<file path="src/rtl/psc_pkg.sv">
package psc_pkg;

  // Register byte offsets
  localparam logic [11:0] OFF_PWRREQ = 12'h070;
  localparam logic [11:0] OFF_GO     = 12'h120;
  localparam logic [11:0] OFF_BUSY   = 12'h128;
  localparam logic [11:0] OFF_DSTAT  = 12'h200;
  localparam logic [11:0] OFF_DCTL   = 12'h300;
  localparam logic [11:0] OFF_MSTAT  = 12'h800;
  localparam logic [11:0] OFF_MCTL   = 12'hA00;

  // Module state codes (6-bit field)
  localparam logic [5:0] MS_OFFRST  = 6'd0;
  localparam logic [5:0] MS_SYNCRST = 6'd1;
  localparam logic [5:0] MS_GATED   = 6'd2;
  localparam logic [5:0] MS_RUN     = 6'd3;

  typedef enum logic [1:0] {
    DS_IDLE  = 2'd0,
    DS_PWAIT = 2'd1,
    DS_COUNT = 2'd2
  } dseq_t;

  function automatic logic clk_active(input logic [5:0] st);
    return st == MS_RUN;
  endfunction

  function automatic logic held_in_reset(input logic [5:0] st, input logic lrst_n);
    return (st == MS_OFFRST) || (st == MS_SYNCRST) || !lrst_n;
  endfunction

  function automatic logic leaves_run(input logic [5:0] cur, input logic [5:0] nxt);
    return (cur == MS_RUN) && (nxt != MS_RUN);
  endfunction

endpackage

</file>
<file path="src/rtl/psc_mod_slot.sv">
module psc_mod_slot
  import psc_pkg::*;
(
  input  logic        clk,
  input  logic        rst_n,
  input  logic        ctl_we,
  input  logic [31:0] ctl_wdata,
  input  logic        commit,
  input  logic        idle,
  output logic [31:0] ctl_q,
  output logic [31:0] stat_q,
  output logic        leave_run,
  output logic        force_q,
  output logic        ready,
  output logic        clk_en,
  output logic        rst_out_n
);

  logic [5:0] nxt_st;
  logic [5:0] cur_st;
  logic       lrst_n;
  logic       unused_bits;

  assign unused_bits = ^{ctl_wdata[30:9], ctl_wdata[7:6]};

  always_ff @(posedge clk or negedge rst_n) begin
    if (!rst_n) begin
      nxt_st  <= MS_OFFRST;
      lrst_n  <= 1'b1;
      force_q <= 1'b0;
    end else if (ctl_we) begin
      nxt_st  <= ctl_wdata[5:0];
      lrst_n  <= ctl_wdata[8];
      force_q <= ctl_wdata[31];
    end
  end

  always_ff @(posedge clk or negedge rst_n) begin
    if (!rst_n) cur_st <= MS_OFFRST;
    else if (commit) cur_st <= nxt_st;
  end

  assign leave_run = leaves_run(cur_st, nxt_st);
  assign ready     = !leave_run || idle || force_q;
  assign clk_en    = clk_active(cur_st);
  assign rst_out_n = !held_in_reset(cur_st, lrst_n);

  always_comb begin
    ctl_q       = '0;
    ctl_q[5:0]  = nxt_st;
    ctl_q[8]    = lrst_n;
    ctl_q[31]   = force_q;
    stat_q      = '0;
    stat_q[5:0] = cur_st;
    stat_q[12]  = clk_en;
  end

endmodule

</file>
<file path="src/rtl/psc_dom_seq.sv">
module psc_dom_seq
  import psc_pkg::*;
#(
  parameter int unsigned LAT = 4
) (
  input  logic clk,
  input  logic rst_n,
  input  logic go,
  input  logic want_on,
  input  logic pgood,
  input  logic mods_ready,
  output logic busy,
  output logic pwr_req,
  output logic pwr_on,
  output logic accept,
  output logic done
);

  localparam int unsigned CW = (LAT > 1) ? $clog2(LAT) : 1;
  localparam logic [CW-1:0] CNT_LOAD = CW'(LAT - 1);

  dseq_t         st;
  logic [CW-1:0] cnt;
  logic          tgt;

  assign busy   = (st != DS_IDLE);
  assign accept = go && (st == DS_IDLE);
  assign done   = (st == DS_COUNT) && (cnt == '0) && mods_ready;

  always_ff @(posedge clk or negedge rst_n) begin
    if (!rst_n) begin
      st      <= DS_IDLE;
      cnt     <= '0;
      tgt     <= 1'b0;
      pwr_req <= 1'b0;
      pwr_on  <= 1'b0;
    end else begin
      case (st)
        DS_IDLE: begin
          if (accept) begin
            tgt <= want_on;
            if (want_on && !pwr_on) begin
              pwr_req <= 1'b1;
              st      <= DS_PWAIT;
            end else begin
              cnt <= CNT_LOAD;
              st  <= DS_COUNT;
            end
          end
        end
        DS_PWAIT: begin
          if (pgood) begin
            pwr_req <= 1'b0;
            cnt     <= CNT_LOAD;
            st      <= DS_COUNT;
          end
        end
        DS_COUNT: begin
          if (cnt != '0) cnt <= cnt - 1'b1;
          else if (mods_ready) begin
            pwr_on <= tgt;
            st     <= DS_IDLE;
          end
        end
        default: st <= DS_IDLE;
      endcase
    end
  end

endmodule

</file>
<file path="src/rtl/pwr_sleep_ctrl.sv">
module pwr_sleep_ctrl
  import psc_pkg::*;
#(
  parameter int unsigned N_MOD = 4,
  parameter int unsigned N_DOM = 2,
  parameter logic [N_MOD*4-1:0] MOD_DOM_MAP = 16'h1100,
  parameter int unsigned LAT = 4,
  parameter int unsigned AW = 12
) (
  input  logic             clk,
  input  logic             rst_n,
  input  logic             reg_wr,
  input  logic [AW-1:0]    reg_addr,
  input  logic [31:0]      reg_wdata,
  output logic [31:0]      reg_rdata,
  input  logic [N_MOD-1:0] mod_idle,
  output logic [N_MOD-1:0] mod_clk_en,
  output logic [N_MOD-1:0] mod_rst_n
);

  function automatic logic [AW-1:0] slot_addr(input logic [11:0] base, input int unsigned idx);
    return AW'(32'(base) + 4 * idx);
  endfunction

  // Named internal events, also used by the checker
  logic             wr_go;
  logic [N_DOM-1:0] dom_go, dom_busy, dom_pwr_req, dom_on, dom_accept, dom_done, dom_ready;
  logic [N_DOM-1:0] pd_next, pd_good, pd_ctl_we;
  logic [N_MOD-1:0] mod_ctl_we, mod_commit, mod_leave_run, mod_force, mod_ready, mod_lrst_n;
  logic [31:0]      mod_ctl  [N_MOD];
  logic [31:0]      mod_stat [N_MOD];

  assign wr_go = reg_wr && (reg_addr == AW'(OFF_GO));

  // Domain control registers and sequencers
  for (genvar d = 0; d < N_DOM; d++) begin : g_dom
    assign pd_ctl_we[d] = reg_wr && (reg_addr == slot_addr(OFF_DCTL, d));
    assign dom_go[d]    = wr_go && reg_wdata[d];

    always_ff @(posedge clk or negedge rst_n) begin
      if (!rst_n) begin
        pd_next[d] <= 1'b0;
        pd_good[d] <= 1'b0;
      end else if (pd_ctl_we[d]) begin
        pd_next[d] <= reg_wdata[0];
        pd_good[d] <= reg_wdata[8];
      end
    end

    psc_dom_seq #(.LAT(LAT)) u_seq (
      .clk        (clk),
      .rst_n      (rst_n),
      .go         (dom_go[d]),
      .want_on    (pd_next[d]),
      .pgood      (pd_good[d]),
      .mods_ready (dom_ready[d]),
      .busy       (dom_busy[d]),
      .pwr_req    (dom_pwr_req[d]),
      .pwr_on     (dom_on[d]),
      .accept     (dom_accept[d]),
      .done       (dom_done[d])
    );
  end

  // A domain is ready when every module mapped to it is ready
  always_comb begin
    dom_ready = '1;
    for (int d = 0; d < N_DOM; d++) begin
      for (int m = 0; m < N_MOD; m++) begin
        if ((int'(MOD_DOM_MAP[4*m +: 4]) == d) && !mod_ready[m]) dom_ready[d] = 1'b0;
      end
    end
  end

  // Module slots
  for (genvar m = 0; m < N_MOD; m++) begin : g_mod
    localparam int unsigned DI = int'(MOD_DOM_MAP[4*m +: 4]);
    assign mod_ctl_we[m] = reg_wr && (reg_addr == slot_addr(OFF_MCTL, m));
    assign mod_commit[m] = dom_done[DI];
    assign mod_lrst_n[m] = mod_ctl[m][8];

    psc_mod_slot u_slot (
      .clk       (clk),
      .rst_n     (rst_n),
      .ctl_we    (mod_ctl_we[m]),
      .ctl_wdata (reg_wdata),
      .commit    (mod_commit[m]),
      .idle      (mod_idle[m]),
      .ctl_q     (mod_ctl[m]),
      .stat_q    (mod_stat[m]),
      .leave_run (mod_leave_run[m]),
      .force_q   (mod_force[m]),
      .ready     (mod_ready[m]),
      .clk_en    (mod_clk_en[m]),
      .rst_out_n (mod_rst_n[m])
    );
  end

  // Read mux
  always_comb begin
    reg_rdata = '0;
    if (reg_addr == AW'(OFF_PWRREQ)) reg_rdata[N_DOM-1:0] = dom_pwr_req;
    if (reg_addr == AW'(OFF_BUSY))   reg_rdata[N_DOM-1:0] = dom_busy;
    for (int d = 0; d < N_DOM; d++) begin
      if (reg_addr == slot_addr(OFF_DSTAT, d)) reg_rdata[0] = dom_on[d];
      if (reg_addr == slot_addr(OFF_DCTL, d)) begin
        reg_rdata[0] = pd_next[d];
        reg_rdata[8] = pd_good[d];
      end
    end
    for (int m = 0; m < N_MOD; m++) begin
      if (reg_addr == slot_addr(OFF_MSTAT, m)) reg_rdata = mod_stat[m];
      if (reg_addr == slot_addr(OFF_MCTL, m))  reg_rdata = mod_ctl[m];
    end
  end

endmodule

</file>
<file path="config.mk">
export PLATFORM = sky130hd
export DESIGN_NAME = pwr_sleep_ctrl
export DESIGN_NICKNAME = d
export VERILOG_FILES = /design/src/rtl/psc_pkg.sv /design/src/rtl/psc_mod_slot.sv /design/src/rtl/psc_dom_seq.sv /design/src/rtl/pwr_sleep_ctrl.sv
export SDC_FILE = /design/constraint.sdc
export NUM_CORES = 1
export LEC_CHECK = 0
export BUFFER_PORTS_ARGS = -buffer_cell sky130_fd_sc_hd__buf_2
export CAP_MARGIN = 20
export CORE_MARGIN = 2
export CORE_UTILIZATION = 45
export DETAILED_ROUTE_END_ITERATION = 12
export HOLD_SLACK_MARGIN = 0.06
export PLACE_DENSITY = 0.68
export SLEW_MARGIN = 15
export SYNTH_ARGS = -nofsm -noshare
export SYNTH_HDL_FRONTEND = slang
export SYNTH_SLANG_ARGS = --single-unit
export TNS_END_PERCENT = 100
</file>
<file path="constraint.sdc">
create_clock -name clk -period 2.4 [get_ports clk]
set_input_delay 0.12 -clock clk [delete_from_list [all_inputs] [get_ports clk]]
set_output_delay 0.12 -clock clk [all_outputs]
set_load 0.02 [all_outputs]
</file>
### After elaboration in Yosys (flattened, before gate mapping)

Index checks and enable logic that the tools add are counted.

| cells by class | value |
|---|---|
| add/subtract/negate cells | 2 |
| equal/unequal tests | 45 |
| mux-type cells | 50 |
| bitwise gates (word level) | 2 |
| reduce and logical (&&, ||, !) cells | 77 |

Operators by type and width:

| cell | count |
|---|---|
| 32-bit two-way mux | 7 |
| 12-bit equality test (second input constant) | 8 |
| 12-bit by 10-bit equality test with 1-bit output (second input constant) | 4 |
| 2-bit two-way mux | 20 |
| 12-bit by 9-bit equality test with 1-bit output (second input constant) | 2 |
| 6-bit by 1-bit equality test with 1-bit output (second input constant) | 4 |
| 6-bit by 2-bit equality test with 1-bit output (second input constant) | 4 |
| 6-bit zero test | 4 |
| 6-bit by 2-bit inequality test with 1-bit output (second input constant) | 4 |
| 2-bit case mux with 3 select lines | 4 |
| 1-bit logical AND | 21 |
| 2-bit inequality test (second input constant) | 10 |
| 1-bit logical OR | 16 |
| 1-bit two-way mux | 16 |
| 4-bit AND reduction | 4 |
| 1-bit zero test | 14 |
| 13-bit two-way mux | 1 |
| 12-bit by 7-bit equality test with 1-bit output (second input constant) | 1 |
| 2-bit nonzero test | 6 |
| 5-bit AND reduction | 2 |
| 2-bit zero test | 4 |
| 2-bit by 1-bit inequality test with 1-bit output (second input constant) | 4 |
| 3-bit AND reduction | 2 |
| 3-bit nonzero test | 2 |
| other kinds (6) | 12 |

| word-level totals | value |
|---|---|
| bits in registers | 74 |
| input bits | 51 |
| output and inout bits | 40 |

### Logic depth before layout (Yosys ltp)

| logic depth | value |
|---|---|
| word-level depth | 15 |
| mapped depth | 7 |

### Cells and area by module

Synthesis repeated with hierarchy kept, for this count alone.

| second synthesis, totals | value |
|---|---|
| cells, all modules | 897 |
| area, all modules | 7562.3 um2 |

By module, submodules not included:

| module | times used | cells an instance | area an instance (um2) |
|---|---|---|---|
| psc_mod_slot | 4 | 92 | 977.2 |
| pwr_sleep_ctrl | 1 | 447 | 2857.7 |
| psc_dom_seq (g_dom[1].u_seq) | 1 | 41 | 406.6 |
| psc_dom_seq (g_dom[0].u_seq) | 1 | 41 | 389.1 |

### Least setup slack after synthesis

Ideal clock, no wire load.

| path | value |
|---|---|
| kind | input to register |
| start point | input reg_addr[2] |
| end point | register g_dom[0].u_seq.tgt |
| setup time | 0.128 ns |
| arrival | 1.873 ns |
| path slack | 0.399 ns |
| stages on the path | 5 |
| path buffers | 1 |
| cell sequence | buf_2 > or4_4 > or4_4 > nor4_1 > mux2_1 |

| between the ends | value |
|---|---|
| word-level cells in the longest chain between the ends | 5 |

RTL lines:

| item | line | RTL |
|---|---|---|
| from (decl) | pwr_sleep_ctrl.sv:13 | `input logic [AW-1:0] reg_addr,` |
| 12-bit by 9-bit equality test with 1-bit output | pwr_sleep_ctrl.sv:33 | `assign wr_go = reg_wr && (reg_addr == AW'(OFF_GO));` |
| 1-bit logical AND | pwr_sleep_ctrl.sv:33 |  |
| 1-bit logical AND | pwr_sleep_ctrl.sv:38 | `assign dom_go[d] = wr_go && reg_wdata[d];` |
| 1-bit logical AND | psc_dom_seq.sv:27 | `assign accept = go && (st == DS_IDLE);` |
| 2-bit AND reduction (no line) | - |  |
| to (signal assigned) | psc_dom_seq.sv:41 | `tgt <= want_on;` |
| to (decl) | psc_dom_seq.sv:24 | `logic tgt;` |

Every way passes these cells.
A chain may end at the register's enable or synchronous reset.

### Worst setup path after layout

| path | value |
|---|---|
| start point | input reg_addr[4] |
| end point | output reg_rdata[0] |

| between the ends | value |
|---|---|
| word-level cells in the longest chain between the ends | 15 |

RTL lines:

| item | line | RTL |
|---|---|---|
| 12-bit by 7-bit equality test with 1-bit output | pwr_sleep_ctrl.sv:102 | `if (reg_addr == AW'(OFF_PWRREQ)) reg_rdata[N_DOM-1:0] = dom_pwr_req;` |
| 2-bit two-way mux | pwr_sleep_ctrl.sv:102 |  |
| 2-bit two-way mux | pwr_sleep_ctrl.sv:103 | `if (reg_addr == AW'(OFF_BUSY)) reg_rdata[N_DOM-1:0] = dom_busy;` |
| 1-bit two-way mux | pwr_sleep_ctrl.sv:105 | `if (reg_addr == slot_addr(OFF_DSTAT, d)) reg_rdata[0] = dom_on[d];` |
| 1-bit two-way mux | pwr_sleep_ctrl.sv:106 | `if (reg_addr == slot_addr(OFF_DCTL, d)) begin` |
| 1-bit two-way mux | pwr_sleep_ctrl.sv:105 |  |
| 1-bit two-way mux | pwr_sleep_ctrl.sv:106 |  |
| 13-bit two-way mux | pwr_sleep_ctrl.sv:112 | `if (reg_addr == slot_addr(OFF_MSTAT, m)) reg_rdata = mod_stat[m];` |
| 32-bit two-way mux | pwr_sleep_ctrl.sv:113 | `if (reg_addr == slot_addr(OFF_MCTL, m)) reg_rdata = mod_ctl[m];` |
| 32-bit two-way mux | pwr_sleep_ctrl.sv:112 |  |
| 32-bit two-way mux | pwr_sleep_ctrl.sv:113 |  |
| 32-bit two-way mux | pwr_sleep_ctrl.sv:112 |  |
| 32-bit two-way mux | pwr_sleep_ctrl.sv:113 |  |
| 32-bit two-way mux | pwr_sleep_ctrl.sv:112 |  |
| 32-bit two-way mux * | pwr_sleep_ctrl.sv:113 |  |
| to (decl) | pwr_sleep_ctrl.sv:15 | `output logic [31:0] reg_rdata,` |

Mark *: on every way between the ends. The rest lies on a longest branch, timed or not.

==> flow_summary.yaml <==
die:
  dieWidth_um: 101.4
  io_pins: 91
  dieArea_sq_um: 10290
  die_h_um: 101.4
  rows: 35
  core_sq_um: 9240
  start_util_pct: 46.23
global_route:
  grt_overflow: 0
  antenna_found_initial: 0
  grt_pass1_wl_um: 17690
  grtUsageTotal_pct: 22.63
  grt_pass1_vias: 3333
  grt_max_degree: 51
timing:
  rsz0062_at_grt: "no"
  period_needed_ps: 2334
  relSlewSlack_pct: 59.71
  worst_slack_ps: 65.98
  finClkSkew_ps: 6.582
  finalMaxSlewViolations: 0
  post-route-period-util_pct: 97.25
  hold_viol: 0
  fmax_mhz: 428.4
  worst_slew_pin_slew_ps: 604.4
  finalSetupViolCount: 0
pwr:
  worst_ir_drop_vdd_mv: 0.4716
  internal_power_mw: 1.742
  p_total_mw: 2.416
  seq_power_share_pct: 52.7
  p_leak_nw: 2.327
  p_per_area_nw_per_um2: 489.8
  p_sw_uw: 673.3
  power_frac_comb_pct: 9.4
  swShare_pct: 27.87
  p_clk_share_pct: 37.9
final_layout:
  area_growth_pct: 15.47
  fin_nets: 526
  fillers: 850
  diodes: 0
  drive_gt1_share_pct: 35.56
  fin_cells: 607
clock_network:
  cts.sinks: 74
  cts_buffers: 9
  ctsHtreeMaxLevel: 3
  tritoncts: "built"
  clk_path_buf_depth: 2
  path_clk_slew_ps: 80
  clockRootBuffer: "clkbuf_8"
  clk_latency_ps: 350
routing:
  drt-pass1-iter-count: 5
  wl_per_cell_um: 18.01
  totalWireLength_um: 10930
  drc: 0
  final_antenna_net_count: 0
  drt_iter0_drc: 331
  vias: 3400
  vias_per_cell: 5.601
placement:
  dp_hpwl_um: 8291
  port_buffers: 43
  dp.cells: 586
  gp_congestion: 0.9107
  post-place-ws_ps: -216.6
worst_setup_path:
  crit_path_max_fanout: 4
  cp-start-kind: "input pin"
  required_ps: 2280
  crit_path_end_kind: "output pin"
  criticalPathCategory: "input pin to output pin"
  worstPathArrival_ps: 2210
flow_run:
  drv_cap: 0
synth:
  syn_area_sq_um: 4272
  synth_seq_cells: 74
  ys.flop_type: "dfrtp_1"
  yosysUniqueCellTypes: 63
  ys_async_sr_fraction_pct: 100.0
  yosys_warnings: 0
  syn_area_per_cell_sq_um: 10.44
  ys_seq_area_share_pct: 43.47
  postSynthCellCount: 409
  synth_edf_count: 0
run_status:
  status: "finished clean"
worst_hold_path:
  worstHoldPathType: "input pin to flop"
## placed cells by master, fill, tap and decap left out, drive strengths merged, types with 9 or more instances in the layout
cell / n
a21oi: 11
mux2: 62
conb: 23
o21ai: 18
nand3: 11
inv: 22
nand2: 26
dfrtp: 70
clkbuf: 10
nor4: 14
nor3: 10
a22oi: 9
nor2: 18
buf: 73
## cell usage after synthesis (7+ instances only)
master / n / area (sq um)
nor2_1: 17 / 63.81
mux2_2: 61 / 686.9
nand3_1: 11 / 55.05
nand2b_1: 7 / 43.79
o21ai_0: 17 / 85.08
mux2i_1: 7 / 70.07
a22oi_1: 9 / 67.56
dfrtp_1: 70 / 1752
nor4_1: 12 / 75.07
clkbuf_1: 9 / 33.78
nand2_1: 26 / 97.59
buf_4: 31 / 232.7
nor3_1: 10 / 50.05
inv_1: 20 / 75.07
a21oi_1: 11 / 55.05
## logic make-up after synthesis
kind of cell             count (synthesis)  synth area share, %
AND/OR/NAND/NOR                        119                15.61
AO/OA/AOI/OAI                           75                12.62
flip-flops                              74                43.47
multiplexers                            70                18.51
buffers and inverters                   67                8.904
adder cells (fa/ha/maj)                  2               0.5857
other                                    1              0.08779
XOR/XNOR                                 1               0.2051
## routing by layer
metal / vias up / track usage, % / routed length [um]
li1: 1597 / - / -
met2: 130 / 36.37 / 5286
met5: - / 0 / 0
met4: 0 / 7.796 / 259
met1: 1653 / 30.47 / 4803
met3: 20 / 4.831 / 581
## worst paths after layout
check,slack (ps),cells after the start,to,startpoint
worst max-delay path,70,7,reg_rdata[0],reg_addr[4]
worst min-delay path,80,2,g_mod[3].u_slot.nxt_st[3],reg_wdata[3]
worst max register to register,280,6,g_mod[1].u_slot.cur_st[2],g_mod[0].u_slot.nxt_st[5]
worst min register to register,490,1,g_dom[0].u_seq.tgt,g_dom[0].u_seq.tgt
max in group asynchronous,1360,3,g_mod[2].u_slot.lrst_n,rst_n
min in group asynchronous,300,2,g_dom[0].u_seq.st[0],rst_n
## through the flow
step / util, % / TNS [ps] / hold WS (ps) / cell area, sq um
final: 53.38 / 0 / 81.63 / 4932
after CTS: 53.19 / 0 / 67.81 / 4915
after floorplan: - / 0 / -175.6 / 4354
after global placement: 50.60 / -2226 / 158.8 / 4676
after detailed placement: 50.60 / -2518 / 155.9 / 4676
after global routing: 53.38 / 0 / 72.10 / 4932
## critical path, cell delays in order
cell	delay (ps)
buf_2	120
or4_1	650
or3_1	440
a211oi_1	230
nor3_1	80
or3_1	400
buf_2	180
## final cells by class
class / count / area (sq um) / area share, %
Timing Repair Buffer: 78 / 515.5 / 10.45
Clock inverter: 6 / 48.80 / 0.9893
Clock buffer: 10 / 137.6 / 2.790
Sequential cell: 74 / 1857 / 37.65
Inverter: 20 / 75.07 / 1.522
Tap cell: 129 / 161.4 / 3.272
Multi-Input combinational cell: 290 / 2137 / 43.33
## power by group through the flow
stage | Sequential, mW | Clock, mW | Combinational (mW)
2_1_floorplan | 1.29 | 0 | 0.152
4_1_cts | 1.27 | 0.943 | 0.227
6_report | 1.27 | 0.915 | 0.227
5_1_grt | 1.28 | 0.990 | 0.251
3_3_place_gp | 1.30 | 0 | 0.216
3_5_place_dp | 1.30 | 0 | 0.219
## state kept, by name, summed over array words and instances (netlist names)
register and count:
g_mod.u_slot.lrst_n 4, g_dom.u_seq.st 4, g_mod.u_slot.nxt_st 24, pd_good 2
g_mod.u_slot.force_q 4, g_dom.u_seq.tgt 2, g_dom.u_seq.cnt 4, g_dom.u_seq.pwr_on 2
g_dom.u_seq.pwr_req 2, pd_next 2, g_mod.u_slot.cur_st 24
## repair_timing
action | in CTS | in global routing
hold endpoints to repair | 31 | 0
endpoints found under the setup margin | 13 | 13
hold buffers | 5 | 0
resized for setup | 1 | 3
buffers inserted | 0 | 0
Note: power is estimated with default switching activity, not from simulation.
